<file path="src/rtl/bus_target_pkg.sv">
// Shared types for the bus target. Holds the controller state encoding.
package bus_target_pkg;

    // Controller states: idle, write data phase, read fetch, read drive, handshake hold
    typedef enum logic [2:0] {
        TS_IDLE     = 3'd0,
        TS_WR_DATA  = 3'd1,
        TS_RD_FETCH = 3'd2,
        TS_RD_DRIVE = 3'd3,
        TS_HOLD     = 3'd4
    } tgt_state_e;

endpackage

</file>
<file path="src/rtl/btgt_fsm.sv">
// Transaction controller for the bus target.
// Decodes the address phase, sequences one data phase and holds the
// target ready strobe until the master releases the frame strobe.
// Assumes all strobes are active low and synchronous to clk.
module btgt_fsm
    import bus_target_pkg::*;
(
    input  logic clk,
    input  logic rst_n,
    input  logic frame_n,
    input  logic wr_n,
    input  logic irdy_n,
    output logic cap_en,
    output logic mem_we,
    output logic rd_load,
    output logic trdy_n,
    output logic data_oe
);

    tgt_state_e state_q, state_d;
    logic       trdy_n_d, oe_d;

    // Next-state and strobe decode for one edge
    always_comb begin
        state_d  = state_q;
        trdy_n_d = trdy_n;
        oe_d     = data_oe;
        cap_en   = 1'b0;
        mem_we   = 1'b0;
        rd_load  = 1'b0;
        unique case (state_q)
            TS_IDLE: begin
                trdy_n_d = 1'b1;
                oe_d     = 1'b0;
                if (!frame_n) begin
                    cap_en  = 1'b1;
                    state_d = wr_n ? TS_RD_FETCH : TS_WR_DATA;
                end
            end
            TS_WR_DATA: begin
                if (frame_n) begin
                    state_d = TS_IDLE;
                end else if (!irdy_n) begin
                    mem_we   = 1'b1;
                    trdy_n_d = 1'b0;
                    state_d  = TS_HOLD;
                end
            end
            TS_RD_FETCH: begin
                if (frame_n) begin
                    state_d = TS_IDLE;
                end else begin
                    rd_load = 1'b1;
                    oe_d    = 1'b1;
                    state_d = TS_RD_DRIVE;
                end
            end
            TS_RD_DRIVE: begin
                if (frame_n) begin
                    oe_d    = 1'b0;
                    state_d = TS_IDLE;
                end else begin
                    trdy_n_d = 1'b0;
                    state_d  = TS_HOLD;
                end
            end
            TS_HOLD: begin
                if (frame_n) begin
                    trdy_n_d = 1'b1;
                    oe_d     = 1'b0;
                    state_d  = TS_IDLE;
                end
            end
            default: begin
                trdy_n_d = 1'b1;
                oe_d     = 1'b0;
                state_d  = TS_IDLE;
            end
        endcase
    end

    // State and registered strobe update with synchronous reset
    always_ff @(posedge clk) begin
        if (!rst_n) begin
            state_q <= TS_IDLE;
            trdy_n  <= 1'b1;
            data_oe <= 1'b0;
        end else begin
            state_q <= state_d;
            trdy_n  <= trdy_n_d;
            data_oe <= oe_d;
        end
    end

endmodule

</file>
<file path="src/rtl/btgt_dpath.sv">
// Address capture and read data register for the bus target.
// Holds the word index from the address phase and the word driven
// during a read. Higher address bits are dropped (aliasing by design).
module btgt_dpath #(
    parameter int ADDR_W = 8,
    parameter int DATA_W = 8,
    parameter int IDX_W  = 4
) (
    input  logic              clk,
    input  logic              cap_en,
    input  logic [ADDR_W-1:0] addr_in,
    input  logic              rd_load,
    input  logic [DATA_W-1:0] rdata,
    output logic [IDX_W-1:0]  idx_q,
    output logic [DATA_W-1:0] data_out
);

    // Mark the address bits above the index as deliberately unused
    generate
        if (ADDR_W > IDX_W) begin : g_hi_bits
            logic unused_addr_hi;
            assign unused_addr_hi = ^addr_in[ADDR_W-1:IDX_W];
        end
    endgenerate

    // Capture the word index on the address phase edge
    always_ff @(posedge clk) begin
        if (cap_en) idx_q <= addr_in[IDX_W-1:0];
    end

    // Load the fetched word into the bus output register
    always_ff @(posedge clk) begin
        if (rd_load) data_out <= rdata;
    end

endmodule

</file>
<file path="src/rtl/btgt_mem.sv">
// Word memory of the bus target: one synchronous write port and one
// combinational read port sharing the same index. No reset on contents.
module btgt_mem #(
    parameter int WORDS  = 16,
    parameter int DATA_W = 8,
    parameter int IDX_W  = $clog2(WORDS)
) (
    input  logic              clk,
    input  logic              we,
    input  logic [IDX_W-1:0]  idx,
    input  logic [DATA_W-1:0] wdata,
    output logic [DATA_W-1:0] rdata
);

    logic [DATA_W-1:0] words [WORDS];

    // Store the write word at the indexed location
    always_ff @(posedge clk) begin
        if (we) words[idx] <= wdata;
    end

    // Present the indexed word to the read register
    assign rdata = words[idx];

endmodule

</file>
<file path="src/rtl/bus_target_mem.sv">
// Top of the bus target. Connects the controller, the address/data
// registers and the word memory. The bidirectional data bus is split
// into data_in, data_out and data_oe; the pad is outside this block.
module bus_target_mem #(
    parameter int ADDR_W = 8,
    parameter int DATA_W = 8,
    parameter int WORDS  = 16
) (
    input  logic              clk,
    input  logic              rst_n,
    input  logic              frame_n,
    input  logic              wr_n,
    input  logic              irdy_n,
    input  logic [ADDR_W-1:0] addr,
    input  logic [DATA_W-1:0] data_in,
    output logic              trdy_n,
    output logic [DATA_W-1:0] data_out,
    output logic              data_oe
);

    localparam int IDX_W = $clog2(WORDS);

    logic              cap_en, mem_we, rd_load;
    logic [IDX_W-1:0]  idx_q;
    logic [DATA_W-1:0] rdata;

    btgt_fsm u_fsm (
        .clk     (clk),
        .rst_n   (rst_n),
        .frame_n (frame_n),
        .wr_n    (wr_n),
        .irdy_n  (irdy_n),
        .cap_en  (cap_en),
        .mem_we  (mem_we),
        .rd_load (rd_load),
        .trdy_n  (trdy_n),
        .data_oe (data_oe)
    );

    btgt_dpath #(
        .ADDR_W (ADDR_W),
        .DATA_W (DATA_W),
        .IDX_W  (IDX_W)
    ) u_dpath (
        .clk      (clk),
        .cap_en   (cap_en),
        .addr_in  (addr),
        .rd_load  (rd_load),
        .rdata    (rdata),
        .idx_q    (idx_q),
        .data_out (data_out)
    );

    btgt_mem #(
        .WORDS  (WORDS),
        .DATA_W (DATA_W),
        .IDX_W  (IDX_W)
    ) u_mem (
        .clk   (clk),
        .we    (mem_we),
        .idx   (idx_q),
        .wdata (data_in),
        .rdata (rdata)
    );

endmodule

</file>
<file path="config.mk">
export PLATFORM = sky130hd
export DESIGN_NAME = bus_target_mem
export DESIGN_NICKNAME = d
export VERILOG_FILES = /design/src/rtl/bus_target_pkg.sv /design/src/rtl/btgt_fsm.sv /design/src/rtl/btgt_dpath.sv /design/src/rtl/btgt_mem.sv /design/src/rtl/bus_target_mem.sv
export SDC_FILE = /design/constraint.sdc
export NUM_CORES = 1
export LEC_CHECK = 0
export ABC_AREA = 1
export BUFFER_PORTS_ARGS = -buffer_cell sky130_fd_sc_hd__buf_2
export CAP_MARGIN = 20
export CORE_AREA = 2 2 125 103
export CTS_CLUSTER_SIZE = 24
export DETAILED_ROUTE_END_ITERATION = 12
export DIE_AREA = 0 0 127 105
export GPL_TIMING_DRIVEN = 0
export PLACE_DENSITY_LB_ADDON = 0.3
export SYNTH_ARGS = -nofsm -noshare
export SYNTH_HDL_FRONTEND = slang
export SYNTH_SLANG_ARGS = --single-unit
</file>
<file path="constraint.sdc">
create_clock -name clk -period 2.3 [get_ports clk]
set_input_delay 0.23 -clock clk [delete_from_list [all_inputs] [get_ports clk]]
set_output_delay 0.23 -clock clk [all_outputs]
set_load 0.05 [all_outputs]
</file>
==> results.txt, run 1 <==
synth unique cells: 16
# setup viols final: 24
GR Overflow Total: 0
WHS Path Cells: 2
Vias per Instance: 5.12
fin nets: 611
LEAKAGE: 2.76 nW
Clock Path Buffers: 2
Max-slew headroom: 43.2%
Final Core Density: 57.9%
RSZ-0062 raised after global routing: true
Final Max Tran Viols: 0
fin crit share: 104%
Buffers & Inverters on Critical Path: 2
path type of the worst setup path: flip-flop to flip-flop
Worst-Skew Late Latency: 0.42 ns
PwrDens: 908 nW/um^2
final hold vios: 0
dpl cells: 719
Worst Path Arrival: 2.43 ns
CP delay by family, top: simple AND/OR/NAND/NOR gates
hold endpoint: u_fsm.trdy_n$_SDFFE_PN1P_
Area Growth Syn to Fin: 17.3%
asr flop ratio synth: 0%
Die H: 105 um
aggregate global-route resource usage: 20.6%
slew at the pin with the worst max-slew slack: 0.849 ns
first-pass GRT wire length: 19800 um
violated checks: setup timing
clock skew: 0.00828 ns
Syn Nets: 562
Avg Cell Area, Syn: 10.9 sq um
Final Worst Setup Slack: -0.0839 ns
largest net degree at the start of global routing: 17
TritonCTS clock tree: yes
Synth top area share: 71.1%
Root Buffer: clkbuf_16
Main synth FF type: edfxtp_1
WP data required: 2.35 ns
row cnt: 36
Hold Crit Start: rst_n
remaining antenna violation count after routing: 0
die area: 13300 sq um
Fmax: 0.419 GHz
Startpoint Class: flip-flop
Initial Util: 49.4%
DRT Pass-1 Iters: 5
R2R cell count: 4
total CTS buffers: 17
top cells by count, synth: nand2_1, edfxtp_1, nand3_1
WL/cell: 17.2 um
status: complete, but fails checks
clock tree sinks: 145
synth warn: 0
register area share after synthesis: 72.8%
total number of vias: 3862
WL final: 13000 um
H-tree levels: 4
post-synthesis cell count: 541
CP max stage cell: nor2_1
Reg clk slew, reported paths: 0.06 ns
Buffers on Ports: 26
Post-synth EDFFs: 140
flops & latches, synth: 145
synthesized cell area: 5910 sq um
DRC Markers: 0
antenna violations before repair: 0
layout cells sized above 1: 13.5%
internal reg-to-reg setup slack: -0.08 ns
min cycle time layout: 2.38 ns
Top Ports: 31
post-detail-place hpwl: 8470 um
Synth area leader: edfxtp_1
r2r startpoint: u_dpath.idx_q[1]$_DFFE_PP_
vias in the first global route: 3628
filler-free cell count of the finished design: 754
max-cap violations: 0
initial drt markers: 411
fillcell total: 987
Core Area: 12000 sq um
CP max stage delay: 0.70 ns
Hold WC Path Type: input pin to flip-flop
CP endpoint kind: flip-flop
GP Congestion: 0.862
Ant. Diodes: 0
most frequent cell after synthesis: nand2_1
worst r2r dst: u_mem.words[0][1]$_DFFE_PP_
Synth area leaders: edfxtp_1, nand2_1, nand3_1, inv_1, dfxtp_1
Crit Path Max Fanout: 10
crit path cell chain: inv_2, buf_1, nand3_1, nor2_1
die span in x: 127 um
peak supply drop: 627 uV
==> final cells by class <==
type | count | area, sq um | area share [%]
Inverter | 31 | 116 | 1.68
Sequential cell | 145 | 4300 | 62.0
Tap cell | 152 | 190 | 2.74
Buffer | 16 | 105 | 1.51
Clock buffer | 17 | 425 | 6.13
Clock inverter | 14 | 206 | 2.98
Multi-Input combinational cell | 349 | 1420 | 20.5
Timing Repair Buffer | 30 | 170 | 2.45
==> where the power goes <==
group | switching, mW | internal (mW)
registers | 0.0137 | 2.92
clock network | 1.09 | 1.83
logic | 0.320 | 0.124
total | 1.42 | 4.88
==> routing by layer <==
metal	up-vias	share of wire, %	track usage [%]
li1	1891	-	-
met1	1846	43	28.0
met2	116	49	32.1
met3	9	6.9	6.14
met4	0	1.0	6.51
met5	-	0	0
==> placed cells by master (no fill, tap or decap) <==
cell type,synthesis,layout
nand2_1,272,272
edfxtp_1,140,140
nand3_1,42,42
buf_2,3,29
inv_1,27,27
nor2_1,26,21
clkbuf_16,0,17
buf_4,9,9
nor2_4,1,5
dfxtp_1,5,5
inv_2,4,4
o21ai_0,4,4
bufinv_16,0,4
dlygate4sd3_1,0,4
buf_1,3,3
clkinv_4,0,3
inv_6,0,3
clkinvlp_4,0,3
a21oi_1,2,2
buf_6,1,1
nor3_2,1,1
nor2_2,0,1
nor3b_1,1,1
inv_8,0,1
==> cell families (layout without fill, tap and decap cells) <==
family	count (synthesis)	in the layout	synth area share [%]
compound gates	6	6	0.508
flops	145	145	72.8
buf+inv	47	108	3.75
simple gates	343	343	23.0
==> metrics by stage <==
stage	hold slack [ns]	total power [mW]	setup TNS, ns	worst slack, ns	cell area, sq um
after global routing	0.0246	6.50	-4.28	-0.182	6940
after detailed placement	0.410	3.42	-2.97	-0.0959	6230
final	0.0179	6.30	-0.917	-0.0839	6940
after CTS	0.00664	6.32	-2.75	-0.109	6920
after global placement	0.410	3.41	-0.370	-0.0173	6230
after floorplan	0.315	3.26	0	0.566	5910
==> registers in the layout, indices dropped and copies added (netlist names) <==
| register | count |
|---|---|
| u_fsm.state_q | 3 |
| u_mem.words | 128 |
| u_dpath.data_out | 8 |
| u_dpath.idx_q | 4 |
| u_fsm.trdy_n | 1 |
| u_fsm.data_oe | 1 |
==> repair_timing <==
item / CTS / global route
gates resized for setup: 4 / 5
hold buffers: 4 / 0
hold endpoints to repair: 4 / 0
setup endpoints to repair: 56 / 41
setup buffers: 0 / 0
==> worst max path at each step <==
stage	from	endpoint	cells after the start
3_5_place_dp	u_dpath.idx_q[1]$_DFFE_PP_	u_mem.words[12][1]$_DFFE_PP_	4
3_3_place_gp	u_dpath.idx_q[1]$_DFFE_PP_	u_mem.words[0][2]$_DFFE_PP_	4
2_1_floorplan	u_dpath.idx_q[1]$_DFFE_PP_	u_mem.words[12][0]$_DFFE_PP_	4
4_1_cts	u_dpath.idx_q[1]$_DFFE_PP_	u_mem.words[12][1]$_DFFE_PP_	4
5_1_grt	u_dpath.idx_q[1]$_DFFE_PP_	u_mem.words[8][6]$_DFFE_PP_	4
6_report	u_dpath.idx_q[1]$_DFFE_PP_	u_mem.words[0][1]$_DFFE_PP_	4
No activity file was read; power rests on OpenSTA's default activity.
==> inputs of run 2 (changes only) <==
Settings changed: MAX_ROUTING_LAYER from default to met4.
==> results.txt, run 2 (synthesis gave the netlist of run 1 again) <==
status: complete, but fails checks
violated checks: setup timing
Largest regs: u_mem.words: 128 flops, u_dpath.data_out: 8 flops, u_dpath.idx_q: 4 flops
Final Worst Setup Slack: -0.0786 ns (+0.00524 ns)
RSZ-0062 raised after global routing: true
Initial Util: 49.4% (unchanged)
clock tree sinks: 145 (unchanged)
Vias per Instance: 5.12 (about the same)
Hold WC Path Type: input pin to flip-flop
Ant. Diodes: 0 (unchanged)
Crit. path cell count: 4 (unchanged)
Top reg by flops: u_mem.words
post-detail-place hpwl: 8470 um (unchanged)
routing usage on met1: 28.4% (+0.41 points)
Hold Crit Start: rst_n
Reg clk slew, reported paths: 0.06 ns (about the same)
crit path cell chain: inv_2, buf_1, nand3_1, nor2_1
number of flip-flops in the largest register: 128 (unchanged)
filler-free cell count of the finished design: 754 (unchanged)
PwrDens: 907 nW/um^2 (about the same)
fin nets: 611 (unchanged)
final hold slack: 0.0151 ns (-0.00278 ns)
row cnt: 36 (unchanged)
fillcell total: 987 (unchanged)
first-pass GRT wire length: 19800 um (+0.11%)
layout cells sized above 1: 13.5% (unchanged)
WL/cell: 17.2 um (-0.12%)
Worst-Skew Late Latency: 0.43 ns (about the same)
met2 Use GR: 31.9% (-0.15 points)
initial drt markers: 476 (+16%)
grt peak-use layer: met2
remaining antenna violation count after routing: 0 (unchanged)
Startpoint Class: flip-flop
final hold vios: 0 (unchanged)
slew at the pin with the worst max-slew slack: 0.808 ns (-0.0405 ns)
CP max stage cell: nor2_1
Area Growth Syn to Fin: 17.3% (unchanged)
die span in x: 127 um (unchanged)
Final Max Tran Viols: 0 (unchanged)
# setup viols final: 24 (unchanged)
commonest non-fill, non-tap cells in the layout: nand2_1, edfxtp_1, nand3_1
clock skew: 0.00817 ns (-0.000111 ns)
Die H: 105 um (unchanged)
Root Buffer: clkbuf_16
met3 Usage GRT: 5.53% (-0.61 points)
antenna violations before repair: 0 (unchanged)
Top Ports: 31 (unchanged)
total CTS buffers: 17 (unchanged)
die area: 13300 sq um (unchanged)
Max-slew headroom: 45.9% (+2.7 points)
min cycle time layout: 2.38 ns (-0.00524 ns)
CP endpoint kind: flip-flop
LEAKAGE: 2.76 nW (unchanged)
Worst Path Arrival: 2.43 ns (about the same)
aggregate global-route resource usage: 21.2% (+0.66 points)
fin crit share: 103% (-0.23 points)
GR Overflow Total: 0 (unchanged)
WHS Path Cells: 2 (unchanged)
Crit Path Max Fanout: 10 (unchanged)
Buffers & Inverters on Critical Path: 2 (unchanged)
CP delay by family, top: simple AND/OR/NAND/NOR gates
Final Core Density: 57.9% (unchanged)
WP data required: 2.35 ns (about the same)
Clock Path Buffers: 2 (unchanged)
path type of the worst setup path: flip-flop to flip-flop
H-tree levels: 4 (unchanged)
GP Congestion: 0.875 (+1.6%)
largest net degree at the start of global routing: 17 (unchanged)
vias in the first global route: 3608 (-0.55%)
DRT Pass-1 Iters: 7 (+2)
Buffers on Ports: 26 (unchanged)
r2r startpoint: u_dpath.idx_q[1]$_DFFE_PP_
crit path launch: u_dpath.idx_q[1]$_DFFE_PP_
R2R cell count: 4 (unchanged)
max-cap violations: 0 (unchanged)
TritonCTS clock tree: yes
Fmax: 0.420 GHz (+0.22%)
pre-CTS WS: -0.0959 ns (unchanged)
CP max stage delay: 0.68 ns (-0.02 ns)
total number of vias: 3861 (-0.026%)
WL final: 13000 um (-0.12%)
dpl cells: 719 (unchanged)
most frequent standard cell in the layout excluding fill and tap cells: nand2_1
peak supply drop: 627 uV (+0.14%)
Core Area: 12000 sq um (unchanged)
DRC Markers: 0 (unchanged)
post-CTS setup buffer count: 0 (unchanged)
## run 2: cell counts in the layout (fill, tap and decap cells not counted)
Identical to the previous run, type by type.
## run 2: final cells by class
cell class / instances / area (sq um) / area share [%]
Inverter: 31 / 116 / 1.68
Sequential cell: 145 / 4300 / 62.0
Timing Repair Buffer: 30 / 170 / 2.45
Multi-Input combinational cell: 349 / 1420 / 20.5
Clock buffer: 17 / 425 / 6.13
Buffer: 16 / 105 / 1.51
Clock inverter: 14 / 206 / 2.98
Tap cell: 152 / 190 / 2.74
## run 2: routing by layer
| metal | vias up | wire length, um |
|---|---|---|
| met4 | 0 | 175 |
| met2 | 142 | 6120 |
| met1 | 1819 | 5680 |
| li1 | 1884 | - |
| met3 | 16 | 995 |
| met5 | - | 0 |
## run 2: metrics by stage
| stage | TNS [ns] | power, mW | cell area, sq um |
|---|---|---|---|
| floorplan | 0 | 3.26 | 5910 |
| finish | -1.15 | 6.30 | 6940 |
| global route | -4.26 | 6.50 | 6940 |
| detailed placement | -2.97 | 3.42 | 6230 |
| CTS | -2.75 | 6.32 | 6920 |
| global placement | -0.370 | 3.41 | 6230 |
## run 2: worst register-to-register path, cell delays in order (launching register included)
cell      delay, ns
edfxtp_1       0.41
inv_2          0.18
buf_1          0.41
nand3_1        0.32
nor2_1         0.68
## run 2: final timing paths
| check | end | slack, ns |
|---|---|---|
| setup / recovery | u_mem.words[0][5]$_DFFE_PP_ | -0.08 |
| hold / removal | u_fsm.trdy_n$_SDFFE_PN1P_ | 0.02 |
| setup reg to reg | u_mem.words[0][5]$_DFFE_PP_ | -0.08 |
| hold reg to reg | u_fsm.data_oe$_SDFFE_PN0P_ | 0.46 |
## run 2: repair_timing
item,in CTS,in global routing
hold buffers,4,0
resized for setup,4,5
endpoints found under the hold margin,4,0
endpoints found under the setup margin,56,45
## run 2: power breakdown
group,internal [mW],switching (mW)
Sequential,2.92,0.0138
Combinational,0.124,0.320
Clock,1.83,1.09
